==> config.mk <==
export PLATFORM = sky130hd
export DESIGN_NAME = mmflash_read_engine
export DESIGN_NICKNAME = d
export VERILOG_FILES = /design/src/rtl/mmfr_pkg.sv /design/src/rtl/mmfr_frame_decode.sv /design/src/rtl/mmfr_seq.sv /design/src/rtl/mmfr_rx_assemble.sv /design/src/rtl/mmflash_read_engine.sv
export SDC_FILE = /design/constraint.sdc
export NUM_CORES = 1
export LEC_CHECK = 0
export BUFFER_PORTS_ARGS = -buffer_cell sky130_fd_sc_hd__buf_2
export CORE_ASPECT_RATIO = 0.75
export CORE_UTILIZATION = 55
export CTS_BUF_LIST = sky130_fd_sc_hd__clkbuf_8 sky130_fd_sc_hd__clkbuf_16
export DETAILED_ROUTE_END_ITERATION = 6
export GPL_TIMING_DRIVEN = 0
export PLACE_DENSITY = 0.78
export SLEW_MARGIN = 20
export SYNTH_ARGS = -nofsm -noshare
export SYNTH_HDL_FRONTEND = slang
export SYNTH_SLANG_ARGS = --single-unit
==> constraint.sdc <==
create_clock -name clk -period 12.72 [get_ports clk]
set_input_delay 3.816 -clock clk [delete_from_list [all_inputs] [get_ports clk]]
set_output_delay 3.816 -clock clk [all_outputs]
set_load 0.005 [all_outputs]
==> src/rtl/mmfr_pkg.sv <==
package mmfr_pkg;
   // Longest sequence: 8 opcode + 32 address + 55 dummy + 32 data = 127 clocks
   localparam int CNT_W  = 7;
   localparam int WORD_W = 32;
   localparam int HDR_W  = 40;

   typedef enum logic [1:0] {
      SQ_IDLE  = 2'd0,
      SQ_SHIFT = 2'd1,
      SQ_DONE  = 2'd2
   } seq_state_t;

   typedef struct packed {
      logic [7:0] opcode;
      logic [2:0] addr_bytes;
      logic [5:0] dummy_clks;
      logic       quad;
   } rd_frame_t;
endpackage

==> src/rtl/mmfr_frame_decode.sv <==
module mmfr_frame_decode
   import mmfr_pkg::*;
#(
   parameter bit QUAD_EN = 1'b1
) (
   input  logic [31:0]      setup,
   output rd_frame_t        frame,
   output logic [CNT_W-1:0] data_start,
   output logic [CNT_W-1:0] total_clks
);
   logic [CNT_W-1:0] hdr_clks;
   logic             unused_setup;

   assign frame.opcode     = setup[7:0];
   assign frame.addr_bytes = {1'b0, setup[9:8]} + 3'd1;
   assign frame.dummy_clks = {1'b0, setup[11:10], 3'b000} + {1'b0, setup[28:24]};
   assign frame.quad       = QUAD_EN && (setup[13:12] == 2'b11);

   assign hdr_clks   = CNT_W'(8) + CNT_W'({frame.addr_bytes, 3'b000});
   assign data_start = hdr_clks + CNT_W'(frame.dummy_clks);
   assign total_clks = data_start + (frame.quad ? CNT_W'(8) : CNT_W'(32));

   // Write opcode and reserved bits play no part in mapped reads
   assign unused_setup = ^{setup[31:29], setup[23:14]};
endmodule

==> src/rtl/mmfr_seq.sv <==
module mmfr_seq
   import mmfr_pkg::*;
(
   input  logic             clk,
   input  logic             rst_n,
   input  logic             start,
   input  logic [CNT_W-1:0] total_clks,
   input  logic [CNT_W-1:0] data_start,
   output logic             busy,
   output logic             done,
   output logic             sclk,
   output logic             cs_n,
   output logic             advance,
   output logic             in_data
);
   seq_state_t       state;
   logic [CNT_W-1:0] idx;
   logic             ph;

   always_ff @(posedge clk or negedge rst_n) begin
      if (!rst_n) begin
         state <= SQ_IDLE;
         idx   <= '0;
         ph    <= 1'b0;
      end else begin
         case (state)
            SQ_IDLE: begin
               if (start) begin
                  state <= SQ_SHIFT;
                  idx   <= '0;
                  ph    <= 1'b0;
               end
            end
            SQ_SHIFT: begin
               ph <= ~ph;
               if (ph) begin
                  if (idx == total_clks - 1'b1) state <= SQ_DONE;
                  else                          idx   <= idx + 1'b1;
               end
            end
            default: state <= SQ_IDLE;
         endcase
      end
   end

   assign busy    = (state != SQ_IDLE);
   assign done    = (state == SQ_DONE);
   assign cs_n    = (state != SQ_SHIFT);
   assign sclk    = (state == SQ_SHIFT) && ph;
   assign advance = (state == SQ_SHIFT) && ph;
   assign in_data = (state == SQ_SHIFT) && (idx >= data_start);
endmodule

==> src/rtl/mmfr_rx_assemble.sv <==
module mmfr_rx_assemble
   import mmfr_pkg::*;
#(
   parameter bit QUAD_EN = 1'b1
) (
   input  logic              clk,
   input  logic              rst_n,
   input  logic              clear,
   input  logic              capture,
   input  logic              quad,
   input  logic [3:0]        io_in,
   output logic [WORD_W-1:0] word
);
   localparam int NBYTES = WORD_W / 8;

   logic [WORD_W-1:0] raw;
   logic [WORD_W-1:0] raw_nxt;

   generate
      if (QUAD_EN) begin : g_quad
         assign raw_nxt = quad ? {raw[WORD_W-5:0], io_in}
                               : {raw[WORD_W-2:0], io_in[1]};
      end else begin : g_single
         logic unused_lines;
         assign unused_lines = ^{io_in[3:2], io_in[0], quad};
         assign raw_nxt = {raw[WORD_W-2:0], io_in[1]};
      end
   endgenerate

   always_ff @(posedge clk or negedge rst_n) begin
      if (!rst_n)       raw <= '0;
      else if (clear)   raw <= '0;
      else if (capture) raw <= raw_nxt;
   end

   // First received byte sits at the top of raw; it belongs in the lowest lane
   generate
      for (genvar b = 0; b < NBYTES; b++) begin : g_swap
         assign word[8*b +: 8] = raw[8*(NBYTES-1-b) +: 8];
      end
   endgenerate
endmodule

==> src/rtl/mmflash_read_engine.sv <==
module mmflash_read_engine
   import mmfr_pkg::*;
#(
   parameter int ADDR_W  = 24,
   parameter bit QUAD_EN = 1'b1
) (
   input  logic              clk,
   input  logic              rst_n,
   input  logic [31:0]       cfg_setup,
   input  logic              cfg_map_sel,
   input  logic              req_valid,
   input  logic [ADDR_W-1:0] req_addr,
   output logic              req_ready,
   output logic              rsp_valid,
   output logic [31:0]       rsp_data,
   output logic              spi_sclk,
   output logic              spi_cs_n,
   output logic [3:0]        spi_io_out,
   output logic [3:0]        spi_io_oe,
   input  logic [3:0]        spi_io_in,
   output logic              port_owned
);
   generate
      if (ADDR_W < 8 || ADDR_W > 32) begin : g_bad_addr_w
         $error("mmflash_read_engine: ADDR_W must lie in 8..32");
      end
   endgenerate

   logic             start, busy, done, advance, in_data;
   logic [31:0]      setup_q, dec_in;
   rd_frame_t        frame;
   logic [CNT_W-1:0] data_start, total_clks;
   logic [HDR_W-1:0] hdr_sr;
   logic [31:0]      addr_ext, addr_aligned;
   logic [5:0]       addr_shift;

   assign req_ready = !busy && cfg_map_sel;
   assign start     = req_valid && req_ready;

   // Live setup at acceptance, snapshot for the rest of the sequence
   assign dec_in = start ? cfg_setup : setup_q;

   always_ff @(posedge clk or negedge rst_n) begin
      if (!rst_n)     setup_q <= '0;
      else if (start) setup_q <= cfg_setup;
   end

   mmfr_frame_decode #(.QUAD_EN(QUAD_EN)) u_dec (
      .setup      (dec_in),
      .frame      (frame),
      .data_start (data_start),
      .total_clks (total_clks)
   );

   mmfr_seq u_seq (
      .clk        (clk),
      .rst_n      (rst_n),
      .start      (start),
      .total_clks (total_clks),
      .data_start (data_start),
      .busy       (busy),
      .done       (done),
      .sclk       (spi_sclk),
      .cs_n       (spi_cs_n),
      .advance    (advance),
      .in_data    (in_data)
   );

   // Header: opcode then the used address bytes left-aligned below it
   assign addr_ext     = 32'(req_addr);
   assign addr_shift   = {3'd4 - frame.addr_bytes, 3'b000};
   assign addr_aligned = addr_ext << addr_shift;

   always_ff @(posedge clk or negedge rst_n) begin
      if (!rst_n)       hdr_sr <= '0;
      else if (start)   hdr_sr <= {frame.opcode, addr_aligned};
      else if (advance) hdr_sr <= {hdr_sr[HDR_W-2:0], 1'b0};
   end

   mmfr_rx_assemble #(.QUAD_EN(QUAD_EN)) u_rx (
      .clk     (clk),
      .rst_n   (rst_n),
      .clear   (start),
      .capture (advance && in_data),
      .quad    (frame.quad),
      .io_in   (spi_io_in),
      .word    (rsp_data)
   );

   assign spi_io_out = {3'b000, !spi_cs_n && hdr_sr[HDR_W-1]};
   assign spi_io_oe  = spi_cs_n                 ? 4'b0000 :
                       (in_data && frame.quad)  ? 4'b0000 : 4'b0001;
   assign rsp_valid  = done;
   assign port_owned = cfg_map_sel || busy;
endmodule

Word-level counts from Yosys, hierarchy flattened
Index checks and enable logic that the tools add are counted.
{ "word_totals": {"register_bits": 111, "input_bits": 64, "output_inout_bits": 45} }
{ "classes": {"n_addsub": 8, "magnitude_cmp": 1, "eq_ne": 9, "shifts": 1, "mux": 19, "bitwise_logic": 1, "n_reduce_logical": 18} }
{ "ops": {"columns": ["op", "count"], "rows": [
  ["2-to-1 mux 32 bit", 3],
  ["2-to-1 mux 40 bit", 2],
  ["<< shifter 24 x 6 -> 32 bit", 1],
  ["2-to-1 mux 29 bit", 1],
  ["2-to-1 mux 7 bit", 3],
  ["case mux 7 bit (2 select lines)", 1],
  ["nonzero test 2 bit", 4],
  ["adder 4 x 6 -> 7 bit (first input constant)", 1],
  ["adder 7 x 1 -> 7 bit (second input constant)", 1],
  ["adder 7 x 6 -> 7 bit", 1],
  ["adder 7 bit", 1],
  ["equality test 7 bit", 1],
  ["greater-or-equal comparator 7 bit", 1],
  ["logical AND 1 bit", 7],
  ["subtractor 7 x 1 -> 7 bit (second input constant)", 1],
  ["adder 5 x 5 -> 6 bit", 1],
  ["2-to-1 mux 2 bit", 3],
  ["2-to-1 mux 6 bit", 1],
  ["inequality test 2 x 1 -> 1 bit (second input constant)", 3],
  ["equality test 2 bit (second input constant)", 2],
  ["inequality test 2 bit (second input constant)", 2],
  ["case mux 2 bit (2 select lines)", 1],
  ["AND reduction 4 bit", 1],
  ["adder 2 x 1 -> 3 bit (second input constant)", 1],
  ["other kinds (10)", 13]
]} }

Depth between registers and ports, before layout
{ "depth": {"depth_word": 14, "ltp_mapped": 21, "depth_no_buf": 20} }

Modules after synthesis
Synthesis repeated with hierarchy kept, for this count alone.
{ "hier_totals": {"cells_unflattened": 699, "area_unflattened_um2": 6653.9} }
{ "by_module_without_submodules": {"columns": ["module", "n_inst", "cells_per_inst", "area_per_inst_um2", "seq_area_each_um2"], "rows": [
  ["mmflash_read_engine", 1, 414, 3829.9, 1801.7],
  ["mmfr_rx_assemble", 1, 142, 1595.3, 800.8],
  ["mmfr_seq", 1, 100, 867.1, 250.2],
  ["mmfr_frame_decode", 1, 43, 361.6, 0.0]
]} }

Least setup slack after synthesis
OpenSTA, ideal clock, no wires.
{ "synth_path": {"path_type": "input-to-output", "startpoint": "input port req_valid", "endpoint": "output port spi_io_oe[0]", "t_arrival_ns": 7.516, "t_required_ns": 8.904, "slack_ns": 1.388, "cell_stages": 18, "n_path_buf": 3, "cell_sequence": "nand2_1 -> nor3_1 -> clkbuf_1 -> clkbuf_1 -> nand2_1 -> nand2_1 -> fa_1 -> ha_1 -> ha_1 -> fa_1 -> xnor2_1 -> ha_1 -> nand2_1 -> nor2_1 -> a211oi_1 -> o21ai_1 -> clkbuf_1 -> a21oi_1"} }
{ "synth_rtl": {"columns": ["element", "line", "rtl"], "rows": [
  ["start, declared", "mmflash_read_engine.sv:11", "input logic req_valid,"],
  ["logical AND 1 bit", "mmflash_read_engine.sv:38", "assign start = req_valid && req_ready;"],
  ["2-to-1 mux 29 bit", null, null],
  ["named net dec_in[28]", "mmflash_read_engine.sv:30", "logic [31:0] setup_q, dec_in;"],
  ["adder 5 x 5 -> 6 bit", "mmfr_frame_decode.sv:16", "assign frame.dummy_clks = {1'b0, setup[11:10], 3'b000} + {1'b0, setup[28:24]};"],
  ["adder 7 x 6 -> 7 bit", "mmfr_frame_decode.sv:20", "assign data_start = hdr_clks + CNT_W'(frame.dummy_clks);"],
  ["greater-or-equal comparator 7 bit", "mmfr_seq.sv:51", "assign in_data = (state == SQ_SHIFT) && (idx >= data_start);"],
  ["logical AND 1 bit", "mmfr_seq.sv:51", null],
  ["logical AND 1 bit", "mmflash_read_engine.sv:92", "(in_data && frame.quad) ? 4'b0000 : 4'b0001;"],
  ["2-to-1 mux 1 bit", "mmflash_read_engine.sv:92", null],
  ["2-to-1 mux 1 bit", "mmflash_read_engine.sv:91", "assign spi_io_oe = spi_cs_n ? 4'b0000 :"],
  ["end, declared", "mmflash_read_engine.sv:19", "output logic [3:0] spi_io_oe,"]
]} }
The timed path passes the listed nets, and every way through them passes these cells.

Worst setup path in the final report
{ "layout_path": {"startpoint": "input port cfg_map_sel", "endpoint": "output port spi_io_oe[0]"} }
{ "layout_rtl": {"columns": ["element", "line", "rtl"], "rows": [
  ["start, declared", "mmflash_read_engine.sv:10", "input logic cfg_map_sel,"],
  ["logical AND 1 bit", "mmflash_read_engine.sv:37", "assign req_ready = !busy && cfg_map_sel;"],
  ["logical AND 1 bit", "mmflash_read_engine.sv:38", null],
  ["2-to-1 mux 29 bit", null, null],
  ["named net dec_in[28]", "mmflash_read_engine.sv:30", null],
  ["adder 5 x 5 -> 6 bit", "mmfr_frame_decode.sv:16", null],
  ["adder 7 x 6 -> 7 bit", "mmfr_frame_decode.sv:20", null],
  ["greater-or-equal comparator 7 bit", "mmfr_seq.sv:51", null],
  ["logical AND 1 bit", "mmfr_seq.sv:51", null],
  ["logical AND 1 bit", "mmflash_read_engine.sv:92", null],
  ["2-to-1 mux 1 bit", "mmflash_read_engine.sv:92", null],
  ["2-to-1 mux 1 bit", "mmflash_read_engine.sv:91", null]
]} }
The timed path passes the listed nets, and every way through them passes these cells.

==> impl_metrics.py <==
metrics = {
    "synth": {
        "synth_compound_area_share_pct": 19.9,
        "yosysTopAreaCell": "dfrtp_1",
        "synth.most_common_cell": "dfrtp_1",
        "synth.area.mux_share_pct": 10.4,
        "yosys.area_share.simple_pct": 13.1,
        "yosysWarnings": 0,
        "synth_ff_type": "dfrtp_1",
        "synthAdderAreaFrac_pct": 6.17,
        "synth_cells": 580,
        "synth.top_cell.area_share_pct": 42.8,
        "synth_top_family_by_area": "compound AO/OA/AOI/OAI gates",
        "synth.avg_cell_area_sq_um": 9.37,
        "synth_sequential_area_ratio_pct": 42.8,
        "syn-cell-area_sq_um": 5430,
        "synth_xor_xnor_area_share_pct": 1.77,
        "synth_edf_count": 0,
        "synth_area_leaders": "dfrtp_1, mux2i_1, nand2_1",
        "yosys_register_bits": 93,
        "synth_cell_types": 42,
        "async_flop_share_pct": 100,
        "synth_commonest_cells": "dfrtp_1, nand2_1, mux2i_1, a21oi_1, nor2_1",
    },
    "global_route": {
        "grt_antenna_before_repair": 0,
        "grt_max_degree": 64,
        "grt_remaining_overflow": 0,
        "grt_pass1_vias": 4501,
        "track_usage_pct": 29.3,
        "grt_pass1_wl_um": 22700,
    },
    "die": {
        "core_sq_um": 9620,
        "ioPinCount": 109,
        "die_area_sq_um": 10300,
        "die_h_um": 88.1,
        "fp.dieW_um": 117,
        "initial_utilization_pct": 56.5,
        "fp-row-count": 31,
    },
    "run": {
        "cap_violations": 0,
    },
    "worst_setup_path": {
        "crit_fanout": 10,
        "cp-end-kind": "output port",
        "r2r_slack_ps": 7120,
        "arrival_ps": 8520,
        "cp.required_ps": 8900,
        "r2r_cells": 19,
        "worstSetupPathType": "in -> out",
        "critPathCapture": "spi_io_oe[0]",
        "r2r-start": "u_seq.state[0]",
        "r2r-end": "u_seq.idx[6]",
        "crit_path_start_kind": "input pin",
        "crit_start": "cfg_map_sel",
    },
    "outcome": {
        "status": "finished clean",
    },
    "sta": {
        "rsz0062_at_grt": "no",
        "setup_viol": 0,
        "layout_min_cycle_time_ps": 12340,
        "holdWs_ps": 484,
        "finalCritPeriodShare_pct": 97.0,
        "finalHoldViolCount": 0,
        "fin_skew_ps": 7.52,
        "fin_tns_setup_ps": 0,
        "fmax_mhz": 81.1,
        "slew_headroom_pct": 41.9,
        "worstMarginPinSlew_ps": 864,
        "slew_viol_final": 0,
    },
    "clocking": {
        "cts_hold_buf": 0,
        "clkLatencyLatePin_ps": 350,
        "cts_root_buf": "clkbuf_16",
        "cts.clk_slew.worst_paths_ps": 60,
        "cts_htree_levels": 3,
        "numCtsBuffers": 9,
        "clockBufferDepth": 2,
        "numClockSinks": 93,
        "post-cts-setup-buffers": 0,
        "ctsResizeCount": 0,
        "cts_tree": "done",
    },
    "cells_and_area": {
        "diodes": 0,
        "nets": 775,
        "area_growth_pct": 17.6,
        "fill_cells": 819,
        "final_layout_size_suffix_gt1_share_pct": 18.2,
    },
    "drt": {
        "drtIter0Drc": 404,
        "wl_um": 14300,
        "viasPerCell": 5.78,
        "ant_nets": 0,
        "wire_per_inst_um": 17.4,
        "first_pass_iters": 5,
        "dr_total_vias": 4759,
        "drcViolationCount": 0,
    },
    "placed_design": {
        "hpwl_um": 10500,
        "portBuffers": 89,
        "gp_congestion": 0.907,
    },
    "worst_hold_path": {
        "hold_start": "setup_q[13]",
        "min_path_cells": 2,
        "worst_hold_path_type": "reg -> reg",
    },
}
worst min-delay path by stage:
stage | to | slack (ps)
2_1_floorplan | setup_q[10] | 440
3_3_place_gp | setup_q[12] | 460
3_5_place_dp | setup_q[13] | 460
4_1_cts | setup_q[13] | 480
5_1_grt | hdr_sr[11] | 510
6_report | setup_q[13] | 480
sequential cells by signal (all words and copies together), names as in the netlist:
name         flops
setup_q         11
hdr_sr          40
u_rx.raw        32
u_seq.state      2
u_seq.ph         1
u_seq.idx        7
kinds of logic after synthesis:
kind of cell | count (synthesis)
and+or+nand+nor | 159
buffers and inverters | 65
DFF | 93
AOI/OAI and AO/OA | 170
adders and majority gates | 25
xor gates and xnor gates | 11
other | 1
muxes | 56
critical path, stage by stage:
cell      delay (ps)
buf_2            130
nand2_1           90
nor3_2           260
clkbuf_2         350
clkbuf_1         420
nand2_1          100
nand2_1          110
fa_1             450
ha_1             320
ha_1             210
fa_1             380
xnor2_1          280
ha_1             320
nand2_1           70
nor2_1            40
a211oi_1         220
o21ai_1          280
clkbuf_1         310
a21oi_1          220
buf_2            140
cell usage in the layout, fill, tap and decap left out, drive strengths merged, types with 22 or more instances in the layout:
master	count
a211oi	33
a21oi	54
buf	106
clkbuf	39
dfrtp	93
ha	22
inv	25
mux2i	55
nand2	74
nor2	45
o21a	24
o21ai	37
routing by layer:
layer / routed length (um) / track usage [%] / share of wire [%]
met2: 6590 / 44.7 / 46
met5: 0 / 0 / 0
met3: 877 / 6.23 / 6.1
met1: 6620 / 42.1 / 46
met4: 234 / 8.75 / 1.6
stage by stage:
stage	std cells	area, sq um	utilization [%]	setup WS [ps]
floorplan	585	5450	-	1390
global placement	806	6060	63.0	193
detailed placement	807	6100	63.4	72.6
CTS	823	6380	66.4	69.2
global route	823	6390	66.4	45.0
finish	823	6390	66.4	385
layout make-up:
| cell class | count | area, sq um | area share (%) |
|---|---|---|---|
| Tap cell | 132 | 165 | 2.58 |
| Clock inverter | 6 | 48.8 | 0.764 |
| Multi-Input combinational cell | 427 | 2820 | 44.1 |
| Sequential cell | 93 | 2330 | 36.4 |
| Buffer | 45 | 239 | 3.74 |
| Clock buffer | 10 | 239 | 3.74 |
| Timing Repair Buffer | 90 | 479 | 7.50 |
| Inverter | 20 | 75.1 | 1.17 |
Power is left out: the tool's default activity adds up to more than one toggle a clock period on the data nets, which glitch-free logic cannot reach.
